`config.mk`:
```
export PLATFORM = sky130hd
export DESIGN_NAME = smbus_xact_seq
export DESIGN_NICKNAME = d
export VERILOG_FILES = /design/src/rtl/smbus_seq_pkg.sv /design/src/rtl/smbus_code_decode.sv /design/src/rtl/smbus_len_calc.sv /design/src/rtl/smbus_seq_fsm.sv /design/src/rtl/smbus_xact_seq.sv
export SDC_FILE = /design/constraint.sdc
export NUM_CORES = 1
export LEC_CHECK = 0
export BUFFER_PORTS_ARGS = -buffer_cell sky130_fd_sc_hd__buf_4
export CAP_MARGIN = 25
export CELL_PAD_IN_SITES_DETAIL_PLACEMENT = 1
export CELL_PAD_IN_SITES_GLOBAL_PLACEMENT = 2
export CORE_UTILIZATION = 32
export CTS_CLUSTER_DIAMETER = 50
export CTS_CLUSTER_SIZE = 25
export DETAILED_ROUTE_END_ITERATION = 10
export GPL_TIMING_DRIVEN = 1
export PLACE_DENSITY = 0.88
export SYNTH_ARGS = -nofsm -noshare
export SYNTH_HDL_FRONTEND = slang
export SYNTH_SLANG_ARGS = --single-unit
```
`constraint.sdc`:
```
create_clock -name clk -period 3.4 [get_ports clk]
set_clock_uncertainty 0.1 [all_clocks]
set_input_delay 0 -clock clk [delete_from_list [all_inputs] [get_ports clk]]
set_output_delay 0 -clock clk [all_outputs]
set_load 0.03 [all_outputs]
```
`src/rtl/smbus_seq_pkg.sv`:
```
package smbus_seq_pkg;

    typedef enum logic [2:0] {
        OP_START    = 3'd0,
        OP_RSTART   = 3'd1,
        OP_SEND     = 3'd2,
        OP_RECV_ACK = 3'd3,
        OP_RECV_NAK = 3'd4,
        OP_STOP     = 3'd5
    } op_kind_e;

    typedef enum logic [2:0] {
        XK_QUICK,
        XK_BYTE,
        XK_BDATA,
        XK_WORD,
        XK_BLOCK,
        XK_I2CRD,
        XK_BAD
    } xact_kind_e;

    localparam logic [7:0] CODE_QUICK = 8'h00;
    localparam logic [7:0] CODE_BYTE  = 8'h04;
    localparam logic [7:0] CODE_BDATA = 8'h08;
    localparam logic [7:0] CODE_WORD  = 8'h0C;
    localparam logic [7:0] CODE_BLOCK = 8'h14;
    localparam logic [7:0] CODE_I2CRD = 8'h18;

    typedef enum logic [3:0] {
        S_IDLE,
        S_START,
        S_ADDR1,
        S_CMD,
        S_TXD0,
        S_TXD1,
        S_TXCNT,
        S_TXBLK,
        S_RSTART,
        S_ADDR2,
        S_RXLEN,
        S_RXDAT,
        S_STOP
    } seq_state_e;

endpackage

```
`src/rtl/smbus_code_decode.sv`:
```
module smbus_code_decode
    import smbus_seq_pkg::*;
(
    input  logic [7:0]  code,
    output xact_kind_e  kind
);
    always_comb begin
        case (code)
            CODE_QUICK: kind = XK_QUICK;
            CODE_BYTE:  kind = XK_BYTE;
            CODE_BDATA: kind = XK_BDATA;
            CODE_WORD:  kind = XK_WORD;
            CODE_BLOCK: kind = XK_BLOCK;
            CODE_I2CRD: kind = XK_I2CRD;
            default:    kind = XK_BAD;
        endcase
    end
endmodule

```
`src/rtl/smbus_len_calc.sv`:
```
module smbus_len_calc #(
    parameter int BLK_MAX = 32,
    parameter int CNT_W   = $clog2(BLK_MAX + 1)
) (
    input  logic [7:0]       count_reg,
    input  logic [7:0]       rx_len,
    output logic [CNT_W-1:0] wr_cnt,
    output logic [CNT_W-1:0] rd_cnt,
    output logic             len_ok
);
    localparam logic [7:0] MAX8 = 8'(BLK_MAX);

    // block write: clip count to the buffer size, zero allowed
    assign wr_cnt = CNT_W'((count_reg > MAX8) ? MAX8 : count_reg);
    // I2C block read: clip into 1..BLK_MAX
    assign rd_cnt = CNT_W'((count_reg == 8'd0) ? 8'd1 :
                           ((count_reg > MAX8) ? MAX8 : count_reg));
    // length byte returned by the device on an SMBus block read
    assign len_ok = (rx_len != 8'd0) && (rx_len <= MAX8);
endmodule

```
`src/rtl/smbus_seq_fsm.sv`:
```
module smbus_seq_fsm
    import smbus_seq_pkg::*;
#(
    parameter int BLK_MAX = 32,
    parameter int CNT_W   = $clog2(BLK_MAX + 1)
) (
    input  logic             clk,
    input  logic             rst_n,
    input  logic             start,
    input  xact_kind_e       kind_in,
    input  logic [7:0]       addr_in,
    input  logic [7:0]       cmd_in,
    input  logic [7:0]       d0_in,
    input  logic [7:0]       d1_in,
    input  logic [7:0]       blk_wdata,
    input  logic [CNT_W-1:0] wr_cnt,
    input  logic [CNT_W-1:0] rd_cnt,
    input  logic             len_ok,
    output logic [7:0]       d0_latched,
    output logic [CNT_W-1:0] blk_idx,
    output logic             op_valid,
    output logic [2:0]       op_kind,
    output logic [7:0]       op_wdata,
    input  logic             op_done,
    input  logic             op_nak,
    input  logic [7:0]       op_rdata,
    output logic             busy,
    output logic             done,
    output logic             dev_err,
    output logic             proto_err,
    output logic [7:0]       data0_out,
    output logic [7:0]       data1_out,
    output logic             rx_valid,
    output logic [7:0]       rx_data,
    output logic [CNT_W-1:0] rx_idx
);
    seq_state_e state_q, state_d;
    xact_kind_e kind_q;
    logic [7:0] addr_q, cmd_q, d0_q, d1_q;
    logic [CNT_W-1:0] cnt_q, idx_q;
    logic derr_pend, perr_pend;
    logic is_rd, sending, step;
    op_kind_e kind_e;

    assign is_rd      = addr_q[0];
    assign d0_latched = d0_q;
    assign blk_idx    = idx_q;
    assign busy       = (state_q != S_IDLE);
    assign step       = op_valid && op_done;

    // ---------------- state register ----------------
    always_ff @(posedge clk) begin
        if (!rst_n) state_q <= S_IDLE;
        else        state_q <= state_d;
    end

    // ---------------- next state ----------------
    always_comb begin
        state_d = state_q;
        unique case (state_q)
            S_IDLE:
                if (start && kind_in != XK_BAD) state_d = S_START;
            S_START:
                if (op_done) state_d = S_ADDR1;
            S_ADDR1:
                if (op_done) begin
                    if (op_nak || kind_q == XK_QUICK)        state_d = S_STOP;
                    else if (kind_q == XK_BYTE && is_rd)     state_d = S_RXDAT;
                    else                                     state_d = S_CMD;
                end
            S_CMD:
                if (op_done) begin
                    if (op_nak || kind_q == XK_BYTE)         state_d = S_STOP;
                    else if (kind_q == XK_I2CRD || is_rd)    state_d = S_RSTART;
                    else if (kind_q == XK_BLOCK)             state_d = S_TXCNT;
                    else                                     state_d = S_TXD0;
                end
            S_TXD0:
                if (op_done) begin
                    if (!op_nak && kind_q == XK_WORD)        state_d = S_TXD1;
                    else                                     state_d = S_STOP;
                end
            S_TXD1:
                if (op_done) state_d = S_STOP;
            S_TXCNT:
                if (op_done) begin
                    if (op_nak || wr_cnt == '0)              state_d = S_STOP;
                    else                                     state_d = S_TXBLK;
                end
            S_TXBLK:
                if (op_done) begin
                    if (op_nak || cnt_q == CNT_W'(1))        state_d = S_STOP;
                end
            S_RSTART:
                if (op_done) state_d = S_ADDR2;
            S_ADDR2:
                if (op_done) begin
                    if (op_nak)                              state_d = S_STOP;
                    else if (kind_q == XK_BLOCK)             state_d = S_RXLEN;
                    else                                     state_d = S_RXDAT;
                end
            S_RXLEN:
                if (op_done) state_d = len_ok ? S_RXDAT : S_STOP;
            S_RXDAT:
                if (op_done && cnt_q == CNT_W'(1)) state_d = S_STOP;
            S_STOP:
                if (op_done) state_d = S_IDLE;
            default:
                state_d = S_IDLE;
        endcase
    end

    // ---------------- request outputs ----------------
    always_comb begin
        op_valid = 1'b1;
        kind_e   = OP_SEND;
        op_wdata = 8'h00;
        sending  = 1'b0;
        unique case (state_q)
            S_IDLE:   begin op_valid = 1'b0; kind_e = OP_START; end
            S_START:  kind_e = OP_START;
            S_RSTART: kind_e = OP_RSTART;
            S_STOP:   kind_e = OP_STOP;
            S_RXLEN:  kind_e = OP_RECV_ACK;
            S_RXDAT:  kind_e = (cnt_q == CNT_W'(1)) ? OP_RECV_NAK : OP_RECV_ACK;
            S_ADDR1: begin
                sending  = 1'b1;
                op_wdata = (kind_q == XK_QUICK || kind_q == XK_BYTE) ?
                           addr_q : {addr_q[7:1], 1'b0};
            end
            S_CMD: begin
                sending  = 1'b1;
                op_wdata = (kind_q == XK_I2CRD) ? d1_q : cmd_q;
            end
            S_TXD0:  begin sending = 1'b1; op_wdata = d0_q; end
            S_TXD1:  begin sending = 1'b1; op_wdata = d1_q; end
            S_TXCNT: begin sending = 1'b1; op_wdata = 8'(wr_cnt); end
            S_TXBLK: begin sending = 1'b1; op_wdata = blk_wdata; end
            S_ADDR2: begin sending = 1'b1; op_wdata = {addr_q[7:1], 1'b1}; end
            default: op_valid = 1'b0;
        endcase
    end
    assign op_kind = kind_e;

    // ---------------- datapath ----------------
    always_ff @(posedge clk) begin
        if (!rst_n) begin
            kind_q    <= XK_QUICK;
            addr_q    <= '0;
            cmd_q     <= '0;
            d0_q      <= '0;
            d1_q      <= '0;
            cnt_q     <= '0;
            idx_q     <= '0;
            derr_pend <= 1'b0;
            perr_pend <= 1'b0;
            done      <= 1'b0;
            dev_err   <= 1'b0;
            proto_err <= 1'b0;
            data0_out <= '0;
            data1_out <= '0;
            rx_valid  <= 1'b0;
            rx_data   <= '0;
            rx_idx    <= '0;
        end else begin
            done      <= 1'b0;
            dev_err   <= 1'b0;
            proto_err <= 1'b0;
            rx_valid  <= 1'b0;

            if (state_q == S_IDLE && start) begin
                kind_q    <= kind_in;
                addr_q    <= addr_in;
                cmd_q     <= cmd_in;
                d0_q      <= d0_in;
                d1_q      <= d1_in;
                idx_q     <= '0;
                derr_pend <= 1'b0;
                perr_pend <= 1'b0;
                if (kind_in == XK_BAD) begin
                    done      <= 1'b1;
                    proto_err <= 1'b1;
                end
            end

            if (step && sending && op_nak) derr_pend <= 1'b1;

            if (step) begin
                unique case (state_q)
                    S_ADDR1: cnt_q <= CNT_W'(1);
                    S_ADDR2: begin
                        idx_q <= '0;
                        cnt_q <= (kind_q == XK_WORD)  ? CNT_W'(2) :
                                 (kind_q == XK_I2CRD) ? rd_cnt : CNT_W'(1);
                    end
                    S_TXCNT: begin
                        idx_q <= '0;
                        cnt_q <= wr_cnt;
                    end
                    S_TXBLK: begin
                        idx_q <= idx_q + CNT_W'(1);
                        cnt_q <= cnt_q - CNT_W'(1);
                    end
                    S_RXLEN: begin
                        data0_out <= op_rdata;
                        if (len_ok) cnt_q <= CNT_W'(op_rdata);
                        else        perr_pend <= 1'b1;
                    end
                    S_RXDAT: begin
                        if (kind_q == XK_BLOCK || kind_q == XK_I2CRD) begin
                            rx_valid <= 1'b1;
                            rx_data  <= op_rdata;
                            rx_idx   <= idx_q;
                        end else if (kind_q == XK_WORD && idx_q != '0) begin
                            data1_out <= op_rdata;
                        end else begin
                            data0_out <= op_rdata;
                        end
                        idx_q <= idx_q + CNT_W'(1);
                        cnt_q <= cnt_q - CNT_W'(1);
                    end
                    S_STOP: begin
                        done      <= 1'b1;
                        dev_err   <= derr_pend;
                        proto_err <= perr_pend;
                    end
                    default: ;
                endcase
            end
        end
    end

    // ---------------- assertions ----------------
    AST_VALID_ONLY_BUSY: assert property (@(posedge clk) disable iff (!rst_n)
        op_valid |-> busy);
    AST_KIND_HOLD: assert property (@(posedge clk) disable iff (!rst_n)
        (op_valid && !op_done) |=> (op_valid && $stable(op_kind)));
    AST_NAK_TO_STOP: assert property (@(posedge clk) disable iff (!rst_n)
        (op_valid && op_done && op_nak && op_kind == OP_SEND)
        |=> (op_valid && op_kind == OP_STOP));
    AST_DONE_NOT_BUSY: assert property (@(posedge clk) disable iff (!rst_n)
        done |-> (!busy && !op_valid));
    AST_DONE_ONE_CYCLE: assert property (@(posedge clk) disable iff (!rst_n)
        done |=> !done);
    AST_DEVERR_WITH_DONE: assert property (@(posedge clk) disable iff (!rst_n)
        dev_err |-> done);
    AST_RX_IDX_RANGE: assert property (@(posedge clk) disable iff (!rst_n)
        rx_valid |-> (rx_idx < CNT_W'(BLK_MAX)));

endmodule

```
`src/rtl/smbus_xact_seq.sv`:
```
module smbus_xact_seq
    import smbus_seq_pkg::*;
#(
    parameter  int BLK_MAX = 32,
    localparam int CNT_W   = $clog2(BLK_MAX + 1)
) (
    input  logic             clk,
    input  logic             rst_n,
    input  logic             start,
    input  logic [7:0]       xact_code,
    input  logic [7:0]       addr_byte,
    input  logic [7:0]       cmd_byte,
    input  logic [7:0]       data0_in,
    input  logic [7:0]       data1_in,
    input  logic [7:0]       blk_wdata,
    output logic [CNT_W-1:0] blk_idx,
    output logic             op_valid,
    output logic [2:0]       op_kind,
    output logic [7:0]       op_wdata,
    input  logic             op_done,
    input  logic             op_nak,
    input  logic [7:0]       op_rdata,
    output logic             busy,
    output logic             done,
    output logic             dev_err,
    output logic             proto_err,
    output logic [7:0]       data0_out,
    output logic [7:0]       data1_out,
    output logic             rx_valid,
    output logic [7:0]       rx_data,
    output logic [CNT_W-1:0] rx_idx
);
    xact_kind_e       kind;
    logic [7:0]       d0_latched;
    logic [CNT_W-1:0] wr_cnt, rd_cnt;
    logic             len_ok;

    smbus_code_decode u_dec (
        .code (xact_code),
        .kind (kind)
    );

    smbus_len_calc #(.BLK_MAX(BLK_MAX), .CNT_W(CNT_W)) u_len (
        .count_reg (d0_latched),
        .rx_len    (op_rdata),
        .wr_cnt    (wr_cnt),
        .rd_cnt    (rd_cnt),
        .len_ok    (len_ok)
    );

    smbus_seq_fsm #(.BLK_MAX(BLK_MAX), .CNT_W(CNT_W)) u_fsm (
        .clk        (clk),
        .rst_n      (rst_n),
        .start      (start),
        .kind_in    (kind),
        .addr_in    (addr_byte),
        .cmd_in     (cmd_byte),
        .d0_in      (data0_in),
        .d1_in      (data1_in),
        .blk_wdata  (blk_wdata),
        .wr_cnt     (wr_cnt),
        .rd_cnt     (rd_cnt),
        .len_ok     (len_ok),
        .d0_latched (d0_latched),
        .blk_idx    (blk_idx),
        .op_valid   (op_valid),
        .op_kind    (op_kind),
        .op_wdata   (op_wdata),
        .op_done    (op_done),
        .op_nak     (op_nak),
        .op_rdata   (op_rdata),
        .busy       (busy),
        .done       (done),
        .dev_err    (dev_err),
        .proto_err  (proto_err),
        .data0_out  (data0_out),
        .data1_out  (data1_out),
        .rx_valid   (rx_valid),
        .rx_data    (rx_data),
        .rx_idx     (rx_idx)
    );
endmodule

```
==> results of run 1 <==
[how the worst max path moves through the flow]
| stage | depth (start not counted) | endpoint | startpoint |
|---|---|---|---|
| 2_1_floorplan | 8 | u_fsm.data0_out[0]$_SDFFE_PN0P_ | u_fsm.state_q[2]$_SDFFE_PN0P_ |
| 3_3_place_gp | 6 | u_fsm.cnt_q[4]$_SDFFE_PN0P_ | u_fsm.state_q[2]$_SDFFE_PN0P_ |
| 3_5_place_dp | 5 | u_fsm.state_q[0]$_SDFFE_PN0P_ | u_fsm.state_q[2]$_SDFFE_PN0P_ |
| 4_1_cts | 6 | op_wdata[3] | u_fsm.state_q[1]$_SDFFE_PN0P_ |
| 5_1_grt | 6 | op_wdata[2] | u_fsm.state_q[1]$_SDFFE_PN0P_ |
| 6_report | 6 | op_wdata[2] | u_fsm.state_q[1]$_SDFFE_PN0P_ |
[layer usage]
metal | track usage [%] | vias up | share of wire, %
li1 | - | 2239 | -
met1 | 28.1 | 2261 | 43
met2 | 38.1 | 112 | 50
met3 | 2.44 | 27 | 3.9
met4 | 9.10 | 0 | 2.2
met5 | 0 | - | 0
[flip-flops by register name, indices dropped and copies added (netlist names), 8 cells and up]
name,count
u_fsm.addr_q,8
u_fsm.cmd_q,8
u_fsm.d0_latched,8
u_fsm.d1_q,8
u_fsm.data0_out,8
u_fsm.data1_out,8
u_fsm.rx_data,8
[synthesized netlist by cell type (6+ instances only)]
library cell,instances
a22oi_1,6
nand3_1,17
nand2b_1,7
nor2b_1,10
a222oi_1,7
clkbuf_1,24
a21oi_1,48
o21ai_0,18
a31oi_1,7
dfxtp_1,87
buf_2,9
nor3_1,7
mux2i_1,34
inv_1,17
nand2_1,91
nor2_1,49
[cells by family (layout without fill, tap and decap cells)]
group / count (synthesis) / after routing
AND/OR/NAND/NOR: 225 / 225
AO/OA/AOI/OAI: 133 / 133
flip-flops: 87 / 87
buffers and inverters: 53 / 207
multiplexers: 34 / 34
XOR/XNOR: 6 / 6
adder cells (fa/ha/maj): 4 / 4
[critical path: stages (launching register included)]
cell      delay [ns]
dfxtp_1         0.86
inv_1           0.36
nand3_1         0.29
nand2_1         0.25
a222oi_1        0.40
nand3_1         0.15
buf_4           0.19
[report_power, final]
part | switching [mW] | internal [mW] | total, mW
combinational | 0.108 | 0.117 | 0.225
sequential | 0.0273 | 1.04 | 1.07
clock | 0.424 | 0.567 | 0.991
total | 0.559 | 1.73 | 2.29
[final cells by class]
type,count,area [sq um],share of cell area (%)
multi-input cells,402,2420,39.2
clock inverters,6,61.3,0.995
clock buffers,10,229,3.72
well taps,176,220,3.58
flip-flops and latches,87,1740,28.3
inverters,18,67.6,1.10
repair buffers,173,1420,23.1
[stage by stage]
| step | instances | setup slack, ns | cell area [sq um] |
|---|---|---|---|
| after floorplan | 542 | 1.41 | 4370 |
| after global routing | 872 | 0.268 | 6160 |
| after CTS | 872 | 0.530 | 6160 |
| after detailed placement | 806 | 0.825 | 5370 |
| after global placement | 806 | 0.934 | 5370 |
| final | 872 | 0.449 | 6160 |
[repair_timing]
item | CTS | global route
gates resized for setup | 0 | 0
endpoints found under the hold margin | 74 | 0
hold buffers | 50 | 0
==> impl_metrics.py, run 1 <==
metrics = {
    "floorplanning": {
        "num_rows": 42,
        "die_y_um": 119,
        "io_pins": 114,
        "die_w_um": 119,
        "start_util_pct": 32.9,
        "core_area_sq_mm": 0.0133,
        "fp.dieArea_sq_mm": 0.0141,
    },
    "logic_synthesis": {
        "syn_area_sq_mm": 0.00437,
        "synth_nets": 607,
        "ys_ff_latch": 87,
        "synth-xor-area-share_pct": 1.20,
        "synthTopCellsByArea": "dfxtp_1 40%, nand2_1 7.8%, mux2i_1 7.8%",
        "synth-compound-area-share_pct": 20.3,
        "synthMuxAreaShare_pct": 7.79,
        "synthAdderAreaFrac_pct": 1.15,
        "synth_top_area_share_pct": 39.9,
        "netlist_instances": 542,
        "synth_warnings": 0,
        "seq_area_frac_synth_pct": 39.9,
        "synth_top_family_by_area": "simple AND/OR/NAND/NOR gates",
        "synth_ff_type": "dfxtp_1",
        "yosys.area_share.simple_pct": 24.9,
        "synth_edf_count": 0,
        "async_reset_ff_share_pct": 0,
        "yosysUniqueCellTypes": 65,
        "synth_area_per_cell_sq_um": 8.06,
        "yosys.area.top_type": "dfxtp_1",
    },
    "clocking": {
        "post_cts_buffers": 0,
        "cts-root-buf": "clkbuf_16",
        "cts.reportedPaths.clkPinSlew_ns": 0.07,
        "cts_buffers": 9,
        "clk_latency_ns": 0.35,
        "cts.sinks": 87,
        "cts_tree": "yes",
        "htreeDepth": 3,
        "clock_tree.buffer_depth": 2,
    },
    "setup_path": {
        "crit_required_ns": 3.30,
        "worstSetupStartpointType": "register",
        "rrSetupSlack_ns": 0.59,
        "cp_max_fo": 26,
        "end_kind": "primary output",
        "r2r_end": "u_fsm.kind_q[2]$_SDFFE_PN0P_",
        "reg2reg_depth": 6,
        "worstSetupPathType": "register to primary output",
        "reg2reg_from": "u_fsm.state_q[2]$_SDFFE_PN0P_",
        "arrival_ns": 2.85,
    },
    "routing": {
        "totalWireLength_um": 15400,
        "routed_via_density": 5.32,
        "vias": 4639,
        "drtPass1Iterations": 5,
        "drc": 0,
        "routedWlPerCell_um": 17.7,
        "drt_iter0_markers": 350,
        "ant_nets": 0,
    },
    "final_layout": {
        "diodes": 0,
        "fillers": 1599,
        "final_nets": 756,
        "utilization_pct": 46.3,
        "final_common_cell": "buf_4",
        "most-common-layout-cells": "123 x buf_4, 91 x nand2_1, 87 x dfxtp_1, 50 x dlygate4sd3_1, 49 x nor2_1",
        "synthToLayoutAreaGrowth_pct": 41.0,
        "drive_gt1_share_pct": 21.6,
    },
    "grt": {
        "grt_max_degree": 42,
        "grt.total_usage_pct": 22.1,
        "grt_pass1_wl_um": 24700,
        "first_global_vias": 4720,
        "gr-total-overflow": 0,
        "antenna_found_initial": 0,
    },
    "timing": {
        "min_period_over_period_pct": 86.8,
        "setup_viol": 0,
        "rsz0062_at_grt": "no",
        "slew_headroom_pct": 35.7,
        "fin_setup_tns_ns": 0,
        "worst_pin_slew_ns": 0.941,
        "holdWs_ns": 0.0543,
        "max_freq_ghz": 0.339,
        "drv_slew": 0,
        "hold_viol_final": 0,
        "min_period_ns": 2.95,
    },
    "min_path": {
        "holdPathStages": 5,
        "min_from": "xact_code[6]",
        "holdPathEnd": "u_fsm.done$_SDFF_PN0_",
        "hold_path_class": "input pin to register",
    },
    "flow_run": {
        "maxCapViolCount": 0,
    },
    "placement": {
        "routabilityCongestion": 0.853,
        "dp_hpwl_um": 10600,
        "numPortBuffers": 113,
    },
    "power": {
        "p_leak_nw": 2.46,
        "p_per_area_mw_per_mm2": 372,
        "peakVddDrop_mv": 0.195,
        "p_total_mw": 2.29,
    },
    "outcome": {
        "status": "completed",
    },
}
Note: power is estimated with default switching activity, not from simulation.
==> run 2: changes to the inputs <==
Settings changed: CORE_ASPECT_RATIO set to 0.75.
==> run 2 against run 1 <==
Against the previous run:
- power increased by 4.3%
- flip-flop and latch count unchanged
- clock power increased by 10%
- combinational power decreased by 2%
- design area increased by 0.51%
- sequential share of layout area decreased by 0.14 points
- via count about the same
- utilization increased by 0.74 points
- critical endpoint unchanged
- largest cell class unchanged
==> impl_metrics.py, run 2 (same netlist as run 1, synthesis figures left out) <==
metrics = {
    "grt": {
        "antenna_found_initial": 0,
        "first_global_vias": 4538,
        "grt_pass1_wl_um": 24000,
        "grt_max_degree": 41,
        "gr-total-overflow": 0,
        "grt.total_usage_pct": 21.9,
    },
    "power": {
        "internal-power_mw": 1.83,
        "p_total_mw": 2.39,
        "power.net_switching_mw": 0.557,
        "p_per_area_mw_per_mm2": 386,
        "clkPwrFrac_pct": 45.7,
        "power_frac_comb_pct": 9.3,
        "seqPwrFrac_pct": 45.0,
        "p_leak_nw": 2.48,
        "switching_share_pct": 23.3,
        "peakVddDrop_mv": 0.220,
    },
    "timing": {
        "slew_headroom_pct": 31.6,
        "min_period_ns": 2.89,
        "worst_pin_slew_ns": 1.03,
        "rsz0062_at_grt": "no",
        "min_period_over_period_pct": 85.1,
        "max_freq_ghz": 0.345,
        "setup_viol": 0,
        "fin_setup_tns_ns": 0,
        "drv_slew": 0,
        "hold_viol_final": 0,
    },
    "setup_path": {
        "path_cells": "nor2b_1 -> nand3_1 -> nand2_1 -> a222oi_1 -> nand3_1 -> buf_4",
        "critical_path.top_delay_family": "flip-flops",
        "worst_path_max_delay_cell": "dfxtp_1",
        "crit_path_frequent_cell": "nand3_1",
        "rrSetupSlack_ns": 0.62,
        "crit_required_ns": 3.30,
        "slowest_delay_ns": 0.96,
        "arrival_ns": 2.79,
        "path_buf_inv": 1,
        "worstSetupStartpointType": "register",
        "end_kind": "primary output",
        "cp_max_fo": 28,
        "worstSetupPathType": "register to primary output",
    },
    "final_layout": {
        "final_nets": 755,
        "synthToLayoutAreaGrowth_pct": 41.7,
        "final_common_cell": "buf_4",
        "fillers": 1568,
        "diodes": 0,
        "drive_gt1_share_pct": 21.7,
        "most-common-layout-cells": "122 x buf_4, 91 x nand2_1, 87 x dfxtp_1, 50 x dlygate4sd3_1, 49 x nor2_1",
        "utilization_pct": 47.1,
        "fin_cells": 866,
    },
    "clocking": {
        "htreeDepth": 3,
        "clock_tree.buffer_depth": 2,
        "cts_tree": "yes",
        "cts.reportedPaths.clkPinSlew_ns": 0.06,
        "clk_latency_ns": 0.34,
        "cts-root-buf": "clkbuf_16",
        "cts_buffers": 9,
        "post_cts_buffers": 0,
        "cts.sinks": 87,
    },
    "min_path": {
        "hold_path_class": "input pin to register",
    },
    "routing": {
        "drc": 0,
        "drt_iter0_markers": 417,
        "vias": 4635,
        "totalWireLength_um": 15300,
        "ant_nets": 0,
        "drtPass1Iterations": 5,
        "routedWlPerCell_um": 17.6,
        "routed_via_density": 5.35,
    },
    "floorplanning": {
        "io_pins": 114,
        "die_w_um": 137,
        "fp.dieArea_sq_mm": 0.0141,
        "start_util_pct": 33.2,
        "num_rows": 36,
        "die_y_um": 103,
        "core_area_sq_mm": 0.0132,
    },
    "flow_run": {
        "maxCapViolCount": 0,
    },
    "outcome": {
        "status": "completed",
    },
    "placement": {
        "numPortBuffers": 113,
        "dp.cells": 800,
        "dp_hpwl_um": 10800,
        "routabilityCongestion": 0.826,
    },
}
run 2: cell types whose count changed in the layout (fill, tap and decap cells not counted), sizes merged:
| cell | delta |
|---|---|
| buf | -1 |
| inv | +2 |
| bufinv | +1 |
| clkinv | -2 |
| clkinvlp | -1 |
run 2: worst reg2reg max path: stages (launching register included):
cell	delay, ns
dfxtp_1	0.96
nor4_1	0.22
inv_1	0.19
o211ai_1	0.28
nand2b_1	0.29
o21ai_0	0.46
o22ai_1	0.15
run 2: repair_timing:
item | in CTS | in global routing
hold buffers | 50 | 0
hold endpoints to repair | 74 | 0
gates resized for setup | 0 | 0
run 2: layout make-up:
cell class	count	area, sq um	area share (%)
Clock inverter	6	91.3	1.48
Tap cell	171	214	3.46
Sequential cell	87	1740	28.1
Timing Repair Buffer	172	1420	22.9
Multi-Input combinational cell	402	2420	39.1
Inverter	18	67.6	1.09
Clock buffer	10	239	3.86
run 2: path summary, 6_finish.rpt:
| path | startpoint | end | cells past startpoint |
|---|---|---|---|
| worst max register to register | u_fsm.state_q[2]$_SDFFE_PN0P_ | u_fsm.cnt_q[2]$_SDFFE_PN0P_ | 6 |
| worst max-delay path | u_fsm.state_q[2]$_SDFFE_PN0P_ | op_wdata[2] | 6 |
| worst min register to register | u_fsm.d1_q[3]$_SDFFE_PN0P_ | u_fsm.d1_q[3]$_SDFFE_PN0P_ | 2 |
| worst min-delay path | xact_code[7] | u_fsm.done$_SDFF_PN0_ | 5 |
run 2: through the flow:
step / setup slack [ns] / hold slack (ns) / area, sq um
2_1_floorplan: 1.41 / 0.0360 / 4370
3_3_place_gp: 0.811 / 0.150 / 5360
3_5_place_dp: 0.690 / 0.162 / 5360
4_1_cts: 0.552 / 0.0201 / 6190
5_1_grt: 0.289 / 0.102 / 6190
6_report: 0.505 / 0.0340 / 6190
run 2: per-layer routing:
metal / routed length [um] / up-vias / GRT usage [%]
met5: 0 / - / 0
met4: 125 / 0 / 5.24
met1: 7500 / 2283 / 30.9
met2: 7010 / 111 / 35.0
met3: 644 / 9 / 3.46
li1: - / 2232 / -
run 2: power by group through the flow:
stage / logic, mW / registers (mW) / clock network [mW]
5_1_grt: 0.242 / 1.08 / 1.16
3_5_place_dp: 0.175 / 1.10 / 0
6_report: 0.221 / 1.07 / 1.09
4_1_cts: 0.221 / 1.07 / 1.12
3_3_place_gp: 0.173 / 1.10 / 0
2_1_floorplan: 0.0861 / 1.08 / 0
==> run 3: changes to the inputs <==
Settings changed: CORE_UTILIZATION 32 to 30, PLACE_DENSITY 0.88 to 0.83.
Clock period 3.4 ns to 3.1 ns, I/O delays scaled along.
==> run 3 against run 2 <==
Against the previous run:
- register-to-register slack got worse by 0.31 ns
- die area increased by 6.6%
- sequential share of layout area decreased by 0.37 points
- non-clock buffer count increased by 7
- global-route usage decreased by 0.17 points
- utilization decreased by 2.2 points
- final cell count increased by 3.6%
- largest cell class unchanged
==> impl_metrics.py, run 3 (same netlist as run 1, synthesis figures left out) <==
metrics = {
    "routing": {
        "drt_iter0_markers": 439,
        "drc": 0,
        "vias": 4623,
        "totalWireLength_um": 15800,
        "ant_nets": 0,
        "routedWlPerCell_um": 17.6,
        "routed_via_density": 5.15,
        "drtPass1Iterations": 5,
    },
    "placement": {
        "place_area_sq_mm": 0.00544,
        "numPortBuffers": 113,
        "dp.cells": 831,
        "dp_hpwl_um": 11200,
        "routabilityCongestion": 0.844,
    },
    "setup_path": {
        "critPathCapture": "u_fsm.kind_q[2]$_SDFFE_PN0P_",
        "worstSetupPathType": "register to register",
        "r2r_end": "u_fsm.kind_q[2]$_SDFFE_PN0P_",
        "rrSetupSlack_ns": 0.31,
        "cp_max_fo": 36,
        "startpoint": "u_fsm.state_q[1]$_SDFFE_PN0P_",
        "crit_required_ns": 3.24,
        "reg2reg_depth": 6,
        "worstSetupStartpointType": "register",
        "end_kind": "register",
        "arrival_ns": 2.93,
        "reg2reg_from": "u_fsm.state_q[1]$_SDFFE_PN0P_",
    },
    "flow_run": {
        "maxCapViolCount": 0,
    },
    "final_layout": {
        "drive_gt1_share_pct": 22.5,
        "final_nets": 762,
        "final_common_cell": "buf_4",
        "synthToLayoutAreaGrowth_pct": 43.6,
        "fillers": 1687,
        "seqCellArea_sq_mm": 0.00174,
        "most-common-layout-cells": "129 x buf_4, 91 x nand2_1, 87 x dfxtp_1, 50 x dlygate4sd3_1, 49 x nor2_1",
        "diodes": 0,
        "fin_area_sq_mm": 0.00627,
        "multi_input_area_sq_mm": 0.00242,
        "fin_cells": 897,
    },
    "min_path": {
        "hold_path_class": "input pin to register",
        "holdPathStages": 5,
    },
    "floorplanning": {
        "num_rows": 37,
        "die_y_um": 107,
        "core_area_sq_mm": 0.0140,
        "fp.dieArea_sq_mm": 0.0151,
        "io_pins": 114,
        "start_util_pct": 31.3,
        "die_w_um": 141,
    },
    "clocking": {
        "cts.sinks": 87,
        "cts_tree": "yes",
        "cts_buffers": 9,
        "ctsResizeCount": 0,
        "clk_latency_ns": 0.36,
        "cts.reportedPaths.clkPinSlew_ns": 0.07,
        "htreeDepth": 3,
        "cts-root-buf": "clkbuf_16",
        "clock_tree.buffer_depth": 2,
    },
    "timing": {
        "min_period_over_period_pct": 89.9,
        "setup_viol": 0,
        "min_period_ns": 2.79,
        "rsz0062_at_grt": "no",
        "hold_viol_final": 0,
        "worst_pin_slew_ns": 0.864,
        "slew_headroom_pct": 41.9,
        "drv_slew": 0,
        "max_freq_ghz": 0.359,
        "fin_setup_tns_ns": 0,
    },
    "outcome": {
        "status": "completed",
    },
    "grt": {
        "gr-total-overflow": 0,
        "grt.total_usage_pct": 21.7,
        "grt_pass1_wl_um": 25200,
        "grt_max_degree": 37,
        "antenna_found_initial": 0,
        "first_global_vias": 4710,
    },
    "power": {
        "p_leak_nw": 2.52,
        "peakVddDrop_mv": 0.241,
        "p_per_area_mw_per_mm2": 421,
    },
}
-- run 3: cell types whose count changed in the layout (fill, tap and decap cells not counted) --
cell,change
buf_4,+7
clkbuf_8,-1
clkinv_4,+1
inv_6,-2
inv_8,+2
-- run 3: per-stage QoR --
step                power [mW]  setup WS [ns]  hold WS [ns]  util (%)
floorplan                 1.28           1.11        0.0360         -
global placement          1.40          0.719         0.149      38.9
detailed placement        1.40          0.581         0.160      38.9
CTS                       2.67          0.341        0.0173      44.9
global route              2.74         0.0715        0.0648      44.9
finish                    2.64          0.315       0.00599      44.9
-- run 3: power by group --
part	leakage, nW	switching [mW]	internal, mW
clock network	0.163	0.497	0.719
registers	0.708	0.0344	1.15
logic	1.65	0.117	0.130
-- run 3: worst min-delay path by stage --
stage / start / endpoint / slack [ns]
2_1_floorplan: addr_byte[1] / u_fsm.addr_q[1]$_SDFFE_PN0P_ / 0.04
3_3_place_gp: cmd_byte[2] / u_fsm.cmd_q[2]$_SDFFE_PN0P_ / 0.15
3_5_place_dp: addr_byte[4] / u_fsm.addr_q[4]$_SDFFE_PN0P_ / 0.16
4_1_cts: xact_code[7] / u_fsm.done$_SDFF_PN0_ / 0.02
5_1_grt: xact_code[7] / u_fsm.done$_SDFF_PN0_ / 0.06
6_report: xact_code[7] / u_fsm.done$_SDFF_PN0_ / 0.006
-- run 3: metal layers --
layer  up-vias  track usage, %  wire [um]
met4         0            6.29        260
met1      2238            29.5       7750
met5         -               0          0
li1       2254               -          -
met2       110            33.7       6990
met3        21            5.68        819
-- run 3: final cells by class --
| cell class | count | share of cell area [%] |
|---|---|---|
| Clock inverter | 7 | 1.68 |
| Tap cell | 195 | 3.89 |
| Clock buffer | 9 | 3.59 |
| Sequential cell | 87 | 27.8 |
| Multi-Input combinational cell | 402 | 38.6 |
| Inverter | 18 | 1.08 |
| Timing Repair Buffer | 179 | 23.4 |
-- run 3: repair_timing --
action	4_1_cts	5_1_grt
endpoints found under the hold margin	75	0
buffers inserted	0	0
hold buffers	50	0
-- run 3: critical path, cell delays in order, from the launching register on --
cell and delay (ns):
dfxtp_1 0.57, nor4_1 0.53, and2_1 0.19, buf_4 0.34, nand2_1 0.12, o221a_2 0.27, dlygate4sd3_1 0.55
